File: config.mk
export PLATFORM = sky130hd
export DESIGN_NAME = dac_serial_regif
export DESIGN_NICKNAME = d
export VERILOG_FILES = /design/src/rtl/dac_regif_pkg.sv /design/src/rtl/dac_spi_rx.sv /design/src/rtl/dac_regs.sv /design/src/rtl/dac_out_stage.sv /design/src/rtl/dac_serial_regif.sv
export SDC_FILE = /design/constraint.sdc
export NUM_CORES = 1
export LEC_CHECK = 0
export ABC_AREA = 1
export CAP_MARGIN = 5
export CORE_MARGIN = 2
export CORE_UTILIZATION = 60
export DETAILED_ROUTE_END_ITERATION = 6
export PLACE_DENSITY = 0.8
export SLEW_MARGIN = 10
export SYNTH_ARGS = -nofsm -noshare
export SYNTH_HDL_FRONTEND = slang
export SYNTH_SLANG_ARGS = --single-unit
File: constraint.sdc
create_clock -name clk -period 3.83 [get_ports clk]
set_input_delay 0.383 -clock clk [delete_from_list [all_inputs] [get_ports clk]]
set_output_delay 0.383 -clock clk [all_outputs]
set_load 0.005 [all_outputs]
File: src/rtl/dac_regif_pkg.sv
package dac_regif_pkg;

  localparam int FRAME_W = 24;
  localparam int DATA_W  = 20;
  localparam int SEL_W   = 3;
  localparam int CTRL_W  = 10;

  typedef enum logic [SEL_W-1:0] {
    SEL_NOP  = 3'd0,
    SEL_CODE = 3'd1,
    SEL_CTRL = 3'd2,
    SEL_CLR  = 3'd3,
    SEL_STRB = 3'd4
  } reg_sel_e;

  typedef struct packed {
    logic             rd;
    logic [SEL_W-1:0] sel;
    logic [DATA_W-1:0] data;
  } frame_t;

  // clamp (bit 2) and tristate (bit 3) set after reset
  localparam logic [CTRL_W-1:0] CTRL_DEFAULT = 10'h00C;

  function automatic logic lin_code_legal(input logic [3:0] c);
    return (c < 4'd4) || (c == 4'd12);
  endfunction

  // new control word from a write payload; illegal compensation keeps old field
  function automatic logic [CTRL_W-1:0] ctrl_merge(input logic [CTRL_W-1:0] old,
                                                   input logic [DATA_W-1:0] d);
    logic [CTRL_W-1:0] n;
    n    = d[CTRL_W-1:0];
    n[0] = 1'b0;
    if (!lin_code_legal(d[9:6])) n[9:6] = old[9:6];
    return n;
  endfunction

  // codes of narrower converters sit left-justified; low bits are dropped
  function automatic logic [DATA_W-1:0] justify(input logic [DATA_W-1:0] d,
                                                input int res_bits);
    logic [DATA_W-1:0] m;
    m = '1;
    m = m << (DATA_W - res_bits);
    return d & m;
  endfunction

endpackage

File: src/rtl/dac_spi_rx.sv
module dac_spi_rx
  import dac_regif_pkg::*;
#(
  parameter int SYNC_STAGES = 2
) (
  input  logic               clk,
  input  logic               rst_n,
  input  logic               sclk,
  input  logic               cs_n,
  input  logic               mosi,
  input  logic [FRAME_W-1:0] tx_word,
  output logic               frame_stb,
  output frame_t             frame_q,
  output logic               cs_fall,
  output logic               cs_active,
  output logic               miso
);

  localparam int CNT_W = $clog2(FRAME_W + 1) + 1;
  localparam logic [CNT_W-1:0] CNT_FULL = CNT_W'(FRAME_W);
  localparam logic [CNT_W-1:0] CNT_MAX  = '1;

  logic [SYNC_STAGES-1:0] sclk_s, cs_s, mosi_s;
  logic sclk_d, cs_d;
  logic sclk_now, cs_now, mosi_now;
  logic sclk_rise, sclk_fall, cs_rise;

  always_ff @(posedge clk or negedge rst_n) begin
    if (!rst_n) begin
      sclk_s <= '0;
      cs_s   <= '1;
      mosi_s <= '0;
      sclk_d <= 1'b0;
      cs_d   <= 1'b1;
    end else begin
      sclk_s <= {sclk_s[SYNC_STAGES-2:0], sclk};
      cs_s   <= {cs_s[SYNC_STAGES-2:0], cs_n};
      mosi_s <= {mosi_s[SYNC_STAGES-2:0], mosi};
      sclk_d <= sclk_now;
      cs_d   <= cs_now;
    end
  end

  always_comb begin
    sclk_now  = sclk_s[SYNC_STAGES-1];
    cs_now    = cs_s[SYNC_STAGES-1];
    mosi_now  = mosi_s[SYNC_STAGES-1];
    sclk_rise = sclk_now & ~sclk_d;
    sclk_fall = ~sclk_now & sclk_d;
    cs_fall   = ~cs_now & cs_d;
    cs_rise   = cs_now & ~cs_d;
    cs_active = ~cs_now;
  end

  logic [FRAME_W-1:0] rx_sr, tx_sr;
  logic [CNT_W-1:0]   bit_cnt;

  always_ff @(posedge clk or negedge rst_n) begin
    if (!rst_n) begin
      rx_sr     <= '0;
      bit_cnt   <= '0;
      frame_stb <= 1'b0;
      frame_q   <= '0;
      tx_sr     <= '0;
      miso      <= 1'b0;
    end else begin
      frame_stb <= cs_rise && (bit_cnt == CNT_FULL);
      if (cs_rise) frame_q <= frame_t'(rx_sr);
      if (cs_fall) begin
        rx_sr   <= '0;
        bit_cnt <= '0;
        tx_sr   <= tx_word;
        miso    <= 1'b0;
      end else if (cs_active) begin
        if (sclk_fall) begin
          rx_sr <= {rx_sr[FRAME_W-2:0], mosi_now};
          if (bit_cnt != CNT_MAX) bit_cnt <= bit_cnt + 1'b1;
        end
        if (sclk_rise) begin
          miso  <= tx_sr[FRAME_W-1];
          tx_sr <= {tx_sr[FRAME_W-2:0], 1'b0};
        end
      end
    end
  end

  // serial output only moves on a rising serial edge or at frame start
  p_miso_hold_r3: assert property (@(posedge clk) disable iff (!rst_n)
    (!sclk_rise && !cs_fall) |=> $stable(miso));

endmodule

File: src/rtl/dac_regs.sv
module dac_regs
  import dac_regif_pkg::*;
#(
  parameter int RES_BITS = 20
) (
  input  logic               clk,
  input  logic               rst_n,
  input  logic               frame_stb,
  input  frame_t             frame,
  input  logic               cs_fall,
  output logic [CTRL_W-1:0]  ctrl,
  output logic [DATA_W-1:0]  code_in,
  output logic [DATA_W-1:0]  clr_code,
  output logic [FRAME_W-1:0] tx_word,
  output logic               code_wr_p,
  output logic               sw_load_p,
  output logic               sw_clear_p,
  output logic               sw_reset_p
);

  logic wr_any, hit_code, hit_ctrl, hit_clr, hit_strb, do_reset;
  logic             rd_pend;
  logic [SEL_W-1:0] rd_sel;
  logic [DATA_W-1:0] rd_val;

  always_comb begin
    wr_any   = frame_stb && !frame.rd;
    hit_code = wr_any && (frame.sel == SEL_CODE);
    hit_ctrl = wr_any && (frame.sel == SEL_CTRL);
    hit_clr  = wr_any && (frame.sel == SEL_CLR);
    hit_strb = wr_any && (frame.sel == SEL_STRB);
    do_reset = hit_strb && frame.data[2];
  end

  always_ff @(posedge clk or negedge rst_n) begin
    if (!rst_n) begin
      ctrl       <= CTRL_DEFAULT;
      code_in    <= '0;
      clr_code   <= '0;
      rd_pend    <= 1'b0;
      rd_sel     <= '0;
      code_wr_p  <= 1'b0;
      sw_load_p  <= 1'b0;
      sw_clear_p <= 1'b0;
      sw_reset_p <= 1'b0;
    end else begin
      code_wr_p  <= hit_code;
      sw_load_p  <= hit_strb && frame.data[0];
      sw_clear_p <= hit_strb && frame.data[1];
      sw_reset_p <= do_reset;
      if (do_reset) begin
        ctrl     <= CTRL_DEFAULT;
        code_in  <= '0;
        clr_code <= '0;
        rd_pend  <= 1'b0;
      end else begin
        if (hit_code) code_in  <= justify(frame.data, RES_BITS);
        if (hit_ctrl) ctrl     <= ctrl_merge(ctrl, frame.data);
        if (hit_clr)  clr_code <= justify(frame.data, RES_BITS);
        if (cs_fall) rd_pend <= 1'b0;
        if (frame_stb && frame.rd) begin
          rd_pend <= 1'b1;
          rd_sel  <= frame.sel;
        end
      end
    end
  end

  always_comb begin
    case (rd_sel)
      SEL_CODE: rd_val = code_in;
      SEL_CTRL: rd_val = DATA_W'(ctrl);
      SEL_CLR:  rd_val = clr_code;
      default:  rd_val = '0;
    endcase
    tx_word = rd_pend ? {1'b1, rd_sel, rd_val} : '0;
  end

  // control only changes through a committed frame
  p_ctrl_hold_r2: assert property (@(posedge clk) disable iff (!rst_n)
    !frame_stb |=> $stable(ctrl));
  p_load_once_r11: assert property (@(posedge clk) disable iff (!rst_n)
    sw_load_p |=> !sw_load_p);
  p_clear_once_r11: assert property (@(posedge clk) disable iff (!rst_n)
    sw_clear_p |=> !sw_clear_p);
  p_reset_ctrl_r10: assert property (@(posedge clk) disable iff (!rst_n)
    sw_reset_p |-> (ctrl == CTRL_DEFAULT) && (code_in == '0) && (clr_code == '0));

endmodule

File: src/rtl/dac_out_stage.sv
module dac_out_stage
  import dac_regif_pkg::*;
(
  input  logic              clk,
  input  logic              rst_n,
  input  logic [DATA_W-1:0] code_in,
  input  logic [DATA_W-1:0] clr_code,
  input  logic              code_wr_p,
  input  logic              ldac_low,
  input  logic              sw_load_p,
  input  logic              sw_clear_p,
  input  logic              sw_reset_p,
  output logic [DATA_W-1:0] dac_code
);

  logic take_pending;

  always_comb take_pending = sw_load_p || (code_wr_p && ldac_low);

  always_ff @(posedge clk or negedge rst_n) begin
    if (!rst_n)            dac_code <= '0;
    else if (sw_reset_p)   dac_code <= '0;
    else if (sw_clear_p)   dac_code <= clr_code;
    else if (take_pending) dac_code <= code_in;
  end

  p_code_hold_r7: assert property (@(posedge clk) disable iff (!rst_n)
    (!sw_reset_p && !sw_clear_p && !sw_load_p && !code_wr_p) |=> $stable(dac_code));
  p_reset_zero_r10: assert property (@(posedge clk) disable iff (!rst_n)
    sw_reset_p |=> (dac_code == '0));
  p_clear_apply_r9: assert property (@(posedge clk) disable iff (!rst_n)
    (sw_clear_p && !sw_reset_p) |=> (dac_code == $past(clr_code)));

endmodule

File: src/rtl/dac_serial_regif.sv
module dac_serial_regif
  import dac_regif_pkg::*;
#(
  parameter int SYNC_STAGES = 2,
  parameter int RES_BITS    = 20
) (
  input  logic        clk,
  input  logic        rst_n,
  input  logic        sclk,
  input  logic        cs_n,
  input  logic        mosi,
  input  logic        ldac_n,
  output logic        miso,
  output logic        miso_oe,
  output logic [19:0] dac_code,
  output logic        out_clamp,
  output logic        out_tristate,
  output logic        ref_buf_sel,
  output logic        twos_comp,
  output logic [3:0]  lin_comp,
  output logic        sw_reset_p,
  output logic        sw_clear_p,
  output logic        sw_load_p
);

  frame_t             frame_q;
  logic               frame_stb, cs_fall, cs_active, code_wr_p;
  logic [FRAME_W-1:0] tx_word;
  logic [CTRL_W-1:0]  ctrl;
  logic [DATA_W-1:0]  code_in, clr_code;
  logic [SYNC_STAGES-1:0] ldac_s;
  logic               ldac_low;

  always_ff @(posedge clk or negedge rst_n) begin
    if (!rst_n) ldac_s <= '1;
    else        ldac_s <= {ldac_s[SYNC_STAGES-2:0], ldac_n};
  end
  always_comb ldac_low = ~ldac_s[SYNC_STAGES-1];

  dac_spi_rx #(.SYNC_STAGES(SYNC_STAGES)) u_rx (
    .clk(clk), .rst_n(rst_n), .sclk(sclk), .cs_n(cs_n), .mosi(mosi),
    .tx_word(tx_word), .frame_stb(frame_stb), .frame_q(frame_q),
    .cs_fall(cs_fall), .cs_active(cs_active), .miso(miso)
  );

  dac_regs #(.RES_BITS(RES_BITS)) u_regs (
    .clk(clk), .rst_n(rst_n), .frame_stb(frame_stb), .frame(frame_q),
    .cs_fall(cs_fall), .ctrl(ctrl), .code_in(code_in), .clr_code(clr_code),
    .tx_word(tx_word), .code_wr_p(code_wr_p), .sw_load_p(sw_load_p),
    .sw_clear_p(sw_clear_p), .sw_reset_p(sw_reset_p)
  );

  dac_out_stage u_out (
    .clk(clk), .rst_n(rst_n), .code_in(code_in), .clr_code(clr_code),
    .code_wr_p(code_wr_p), .ldac_low(ldac_low), .sw_load_p(sw_load_p),
    .sw_clear_p(sw_clear_p), .sw_reset_p(sw_reset_p), .dac_code(dac_code)
  );

  always_comb begin
    ref_buf_sel  = ctrl[1];
    out_clamp    = ctrl[2];
    out_tristate = ctrl[3];
    twos_comp    = ctrl[4];
    lin_comp     = ctrl[9:6];
    miso_oe      = cs_active & ~ctrl[5];
  end

  always @(posedge clk) begin
    if (rst_n) begin
      p_lin_legal_r5: assert (lin_code_legal(lin_comp));
    end
  end

  // a software reset leaves the output parked in its safe state
  p_reset_safe_r10: assert property (@(posedge clk) disable iff (!rst_n)
    sw_reset_p |-> (out_clamp && out_tristate && !miso_oe));

endmodule

==> reports/results.ini, run 1 <==
[outcome]
status = complete, no violations

[cells_and_area]
fillers = 919
num_antenna_cells = 0
utilization_pct = 69.7
seqCellArea_um2 = 4190
area_growth_pct = 13.2
fin_nets = 886
multiInputGateArea_um2 = 2520
drive_gt1_share_pct = 7.30
instances_no_fill = 1037

[clock_tree]
clock_latency_ns = 0.43
cts_tree = yes
cts_made_buffers = 17
cts_root_buf = clkbuf_16
htreeDepth = 4
cts_resized = 0
cts_hold_buf = 0
clock_path_buffers = 2
post_cts_buffers = 0
clk_pin_slew_worst_paths_ns = 0.06
clock_sinks = 167

[logic_synthesis]
synth_top_area_share_pct = 54.1
async_reset_ff_share_pct = 100
ys_seq_area_share_pct = 56.6
synth_ff_type = dfrtp_1
ys_seq_elements = 167
synth_top_area_cell = dfrtp_1
syn_nets = 873
ys_types = 32
synth.avg_cell_area_um2 = 8.55
synth_area_leaders = dfrtp_1 (54%), nand2_1 (10%), o21ai_0 (6.4%)
yosysWarnings = 0
synth_area_um2 = 7390
synth_edf_count = 0
synth.most_common_cell = nand2_1
synthTopCellsByCount = nand2_1 (198), dfrtp_1 (160), inv_1 (101)
syn-instance-count = 865

[setup_path]
path_cells = clkdlybuf4s50_1
endpoint_kind = primary output
cp.buffers_inverters = 1
cp-startpoint = u_regs.sw_reset_p
arrival_ns = 1.96
critical-path-max-stage-delay_ns = 0.87
critPathKind = flop to primary output
critPathLaunchType = flop
critPathTopFamily = flip-flops
worstPathMaxFanout = 22
reg2reg_from = u_rx.cs_s[1]
cp.required_ns = 3.45
slowest_stage = dfrtp_1

[timing]
rsz0062_at_grt = no
fmax_mhz = 427
max_slew_margin_pct = 38.8
setup_tns_ns = 0
period_minus_slack_ns = 2.34
fin_crit_sh_pct = 61.1
hold_viol = 0
final-max-slew-violation-count = 0
worst_pin_slew_ns = 0.917
setup_viol = 0
fin_skew_ns = 0.00831

[place]
dpl.cell_count = 1006
port_buffers = 38
place_hpwl_um = 10900
place_congestion = 0.865

[detailed_routing]
drc = 0
dr_total_vias = 5847
ant_nets = 0
drt_wl_total_um = 16500
first_pass_iters = 5
drt_iter0_drc = 480
via_per_inst = 5.64
wl_per_cell_um = 16.0

[die]
dieArea_um2 = 13200
die_w_um = 115
die-height_um = 115
core_um2 = 12000
start_util_pct = 61.6
num_io_pins = 39
core.rowCount = 40

[global_route]
grt_start_max_net_pins = 103
grt_pass1_vias = 5659
grt_pass1_wl_um = 27900
grt_use_total_pct = 27.3
gr-total-overflow = 0
grt_antenna_before_repair = 0

[job]
maxCapViolations = 0

[power]
p_per_area_nw_per_um2 = 470
p_leak_nw = 3.92
finalPower_mw = 3.93
ir_worst_vdd_uv = 345

[hold_path]
min_path_type = primary input to async pin

-- routing by layer --
metal / GRT usage [%] / routed length (um) / part of all wire [%]
met3: 4.38 / 669 / 4.0
met5: 0 / 0 / 0
met4: 12.0 / 506 / 3.1
met1: 37.1 / 7260 / 44
met2: 43.9 / 8110 / 49
-- area by class of cell --
type / instances / share of cell area, %
clock buffer: 23 / 5.83
clock inverter: 8 / 2.00
inverter: 104 / 4.69
multi-input combinational: 545 / 30.1
sequential: 167 / 50.0
tap: 147 / 2.20
timing repair buffer: 43 / 5.15
-- sequential cells by signal, indices dropped and copies added, names as in the netlist, 2 cells and up --
register / flops
u_rx.frame_q: 24
u_rx.rx_sr: 24
u_rx.tx_sr: 24
u_out.dac_code: 20
u_regs.clr_code: 20
u_regs.code_in: 20
u_regs.ctrl: 9
u_rx.bit_cnt: 6
u_regs.rd_sel: 3
ldac_s: 2
u_rx.cs_s: 2
u_rx.mosi_s: 2
u_rx.sclk_s: 2
-- cells in the final DEF (no fill, tap or decap), types with 3 or more instances in the layout --
master / instances
nand2_1: 198
dfrtp_1: 160
inv_1: 101
o21ai_0: 94
nand3_1: 78
nor2_1: 75
clkdlybuf4s50_1: 37
o21ai_1: 28
a21oi_1: 25
clkbuf_16: 17
o22ai_1: 14
o21ai_2: 9
dfstp_2: 7
bufinv_16: 5
nand4_1: 4
nand2_2: 4
clkbuf_8: 4
buf_4: 4
o211ai_1: 3
-- where the power goes --
group / switching [mW] / leakage, nW / internal, mW
Sequential: 0.0457 / 2.28 / 1.82
Clock: 0.664 / 0.319 / 1.22
Combinational: 0.133 / 1.32 / 0.0519
-- worst paths after layout --
| kind | depth (start not counted) | endpoint | slack, ns |
|---|---|---|---|
| hold reg to reg | 0 | u_rx.sclk_s[1] | 0.35 |
| setup / recovery | 1 | sw_reset_p | 1.49 |
| max in group asynchronous | 2 | u_rx.cs_s[0] | 2.85 |
| min in group clk | 0 | u_rx.sclk_s[1] | 0.35 |
| setup reg to reg | 9 | u_rx.bit_cnt[3] | 1.59 |
| hold / removal | 1 | u_out.dac_code[3] | 0.09 |
-- cells by family (layout without fill, tap and decap cells) --
logic type	after synthesis	in the layout	synth area share, %
compound gates	173	173	12.5
xor+xnor	1	1	0.118
fa+ha+maj	2	2	0.338
buf+inv	153	178	9.31
flops	167	167	56.6
simple gates	369	369	21.2
-- through the flow --
stage	cell area [um^2]	worst slack, ns	hold WS, ns
2_1_floorplan	7390	2.49	0.0874
3_3_place_gp	7720	1.73	0.337
3_5_place_dp	7720	1.62	0.343
4_1_cts	8370	1.51	0.112
5_1_grt	8370	1.39	0.171
6_report	8370	1.49	0.0851
(Power assumes the default switching activity.)
==> run 2: changes to the inputs <==
- CORE_UTILIZATION: 60 -> 54
- PLACE_DENSITY: 0.8 -> 0.76
- clock period: 3.83 -> 1.9 ns (I/O delays scaled with it)
==> run 2 against run 1 <==
Net effect:
- non-clock buffer count up 13
- via count down 2.6%
- die area up 11%
- clock power up 65%
- critical path depth unchanged
- sequential power up 100%
- utilization down 6.5 points
- final cell count up 4.1%
- hold slack better by 0.075 ns
- sequential share of layout area down 0.18 points
==> reports/results.ini, run 2 (synthesis gave the netlist of run 1 again) <==
[die]
die_w_um = 121  ; +5.2%
die-height_um = 121  ; +5.2%
core.rowCount = 42  ; +5.0%
num_io_pins = 39  ; unchanged
dieArea_um2 = 14600  ; +11%
start_util_pct = 55.6  ; -5.9 points
core_um2 = 13300  ; +11%

[clock_tree]
cts_tree = yes
cts_root_buf = clkbuf_16
clock_path_buffers = 2  ; unchanged
post_cts_buffers = 0  ; unchanged
clock_latency_ns = 0.44  ; about the same
clock_sinks = 167  ; unchanged
htreeDepth = 4  ; unchanged
clk_pin_slew_worst_paths_ns = 0.06  ; about the same
cts_made_buffers = 17  ; unchanged

[cells_and_area]
multiInputGateArea_um2 = 2530  ; +0.20%
num_antenna_cells = 0  ; unchanged
fin_nets = 899  ; +1.5%
drive_gt1_share_pct = 8.63  ; +1.3 points
layout_commonest_cell = nand2_1
area_growth_pct = 13.7
seqCellArea_um2 = 4190  ; unchanged
final_cell_mix = nand2_1 (196), dfrtp_1 (160), inv_1 (101)
fillers = 1087  ; +18%
largestRegisters = u_rx.frame_q: 24 flops, u_rx.rx_sr: 24 flops, u_rx.tx_sr: 24 flops

[setup_path]
r2r-end = u_regs.clr_code[12]
crit_cells = 1  ; unchanged
critPathLaunchType = flop
critPathTopFamily = flip-flops
slowest_stage = dfstp_2
reg2reg_slack_ns = 0.26  ; -1.33 ns
path_cells = clkdlybuf4s50_1
worstPathMaxFanout = 3  ; -86%
cp.required_ns = 1.71  ; -1.74 ns
arrival_ns = 1.53  ; -0.43 ns
endpoint_kind = primary output
critPathKind = flop to primary output
cp.buffers_inverters = 1  ; unchanged
critical-path-max-stage-delay_ns = 0.58  ; -0.29 ns
reg2reg_from = u_rx.frame_q[21]
reg2reg_depth = 6  ; -3

[detailed_routing]
via_per_inst = 5.27  ; -6.5%
dr_total_vias = 5696  ; -2.6%
wl_per_cell_um = 14.6  ; -8.8%
first_pass_iters = 7  ; +2
drt_iter0_drc = 426  ; -11%
drc = 0  ; unchanged
ant_nets = 0  ; unchanged
drt_wl_total_um = 15700  ; -5.0%

[global_route]
grt_pass1_vias = 5423  ; -4.2%
use_met3_pct = 4.56  ; +0.18 points
gr-total-overflow = 0  ; unchanged
grt_pass1_wl_um = 26600  ; -4.7%
grt_use_met1_pct = 32.9  ; -4.2 points
grt_antenna_before_repair = 0  ; unchanged
grt-busiest-layer = met2
gr-usage-met2_pct = 35.6  ; -8.3 points
grt_use_total_pct = 23.6  ; -3.7 points
grt_start_max_net_pins = 50  ; -51%

[place]
post-place-ws_ns = 0.111  ; -1.51 ns
place_hpwl_um = 10700  ; -1.5%
place_congestion = 0.911  ; +5.2%
port_buffers = 38  ; unchanged

[timing]
period_minus_slack_ns = 1.72
final-max-slew-violation-count = 0  ; unchanged
fmax_mhz = 583
setup_ws_ns = 0.184  ; -1.30 ns
fin_skew_ns = 0.00561  ; -0.00271 ns
worst_pin_slew_ns = 0.583  ; -0.335 ns
fin_crit_sh_pct = 90.3
rsz0062_at_grt = no
setup_tns_ns = 0  ; unchanged
max_slew_margin_pct = 60.9  ; +22 points
hold_viol = 0  ; unchanged
setup_viol = 0  ; unchanged

[power]
ir_worst_vdd_uv = 719  ; +110%
p_per_area_nw_per_um2 = 860  ; +83%
p_leak_nw = 3.93  ; +0.32%

[job]
maxCapViolations = 0  ; unchanged

[hold_path]
hold_path.startpoint = cs_n
min_delay_path_depth = 1
min_to = u_rx.cs_s[0]
min_path_type = primary input to flop

[outcome]
status = complete, no violations

[run 2: changes by cell type in the layout (fill, tap and decap cells not counted), sizes merged]
cell / delta
buf: +12
bufinv: -5
clkbuf: +1
clkinv: +5
dlygate4sd3: +1
[run 2: worst max path at each step]
stage                                start                 end  slack (ns)
final                       u_regs.ctrl[2]           out_clamp        0.18
after CTS                     u_rx.cs_s[1]       u_rx.tx_sr[1]        0.09
after global routing      u_rx.frame_q[23]  u_regs.code_in[19]        0.13
after detailed placement      u_rx.cs_s[1]           u_rx.miso        0.11
after floorplan               u_rx.cs_s[1]     u_rx.bit_cnt[4]        0.56
after global placement        u_rx.cs_s[1]      u_rx.tx_sr[19]        0.20
[run 2: power breakdown]
part	switching [mW]	internal [mW]	leakage, nW
sequential	0.0847	3.66	2.28
combinational	0.262	0.114	1.39
clock	1.34	1.76	0.264
[run 2: per-layer routing]
layer	wire length [um]	vias up
met4	397	0
li1	-	2832
met1	7370	2681
met5	0	-
met2	7250	156
met3	704	27
[run 2: layout make-up]
class | instances | share of cell area [%]
clock buffer | 24 | 5.73
clock inverter | 8 | 0.596
inverter | 104 | 4.67
multi-input combinational | 545 | 30.1
sequential | 167 | 49.8
tap | 176 | 2.62
timing repair buffer | 56 | 6.48
[run 2: timing repair]
| action | in CTS | in global routing |
|---|---|---|
| gates resized for setup | 0 | 2 |
| endpoints found under the setup margin | 0 | 18 |
| hold endpoints to repair | 38 | 0 |
| hold buffers | 1 | 0 |
[run 2: per-stage QoR]
| step | utilization (%) | power (mW) | std cells | hold WS [ns] | cell area [um^2] |
|---|---|---|---|---|---|
| 2_1_floorplan | - | 4.02 | 865 | -0.106 | 7390 |
| 3_3_place_gp | 59.1 | 4.18 | 1047 | 0.133 | 7860 |
| 3_5_place_dp | 59.1 | 4.18 | 1047 | 0.133 | 7860 |
| 4_1_cts | 63.2 | 7.29 | 1080 | 0.140 | 8400 |
| 5_1_grt | 63.2 | 7.52 | 1080 | 0.143 | 8400 |
| 6_report | 63.2 | 7.23 | 1080 | 0.160 | 8400 |
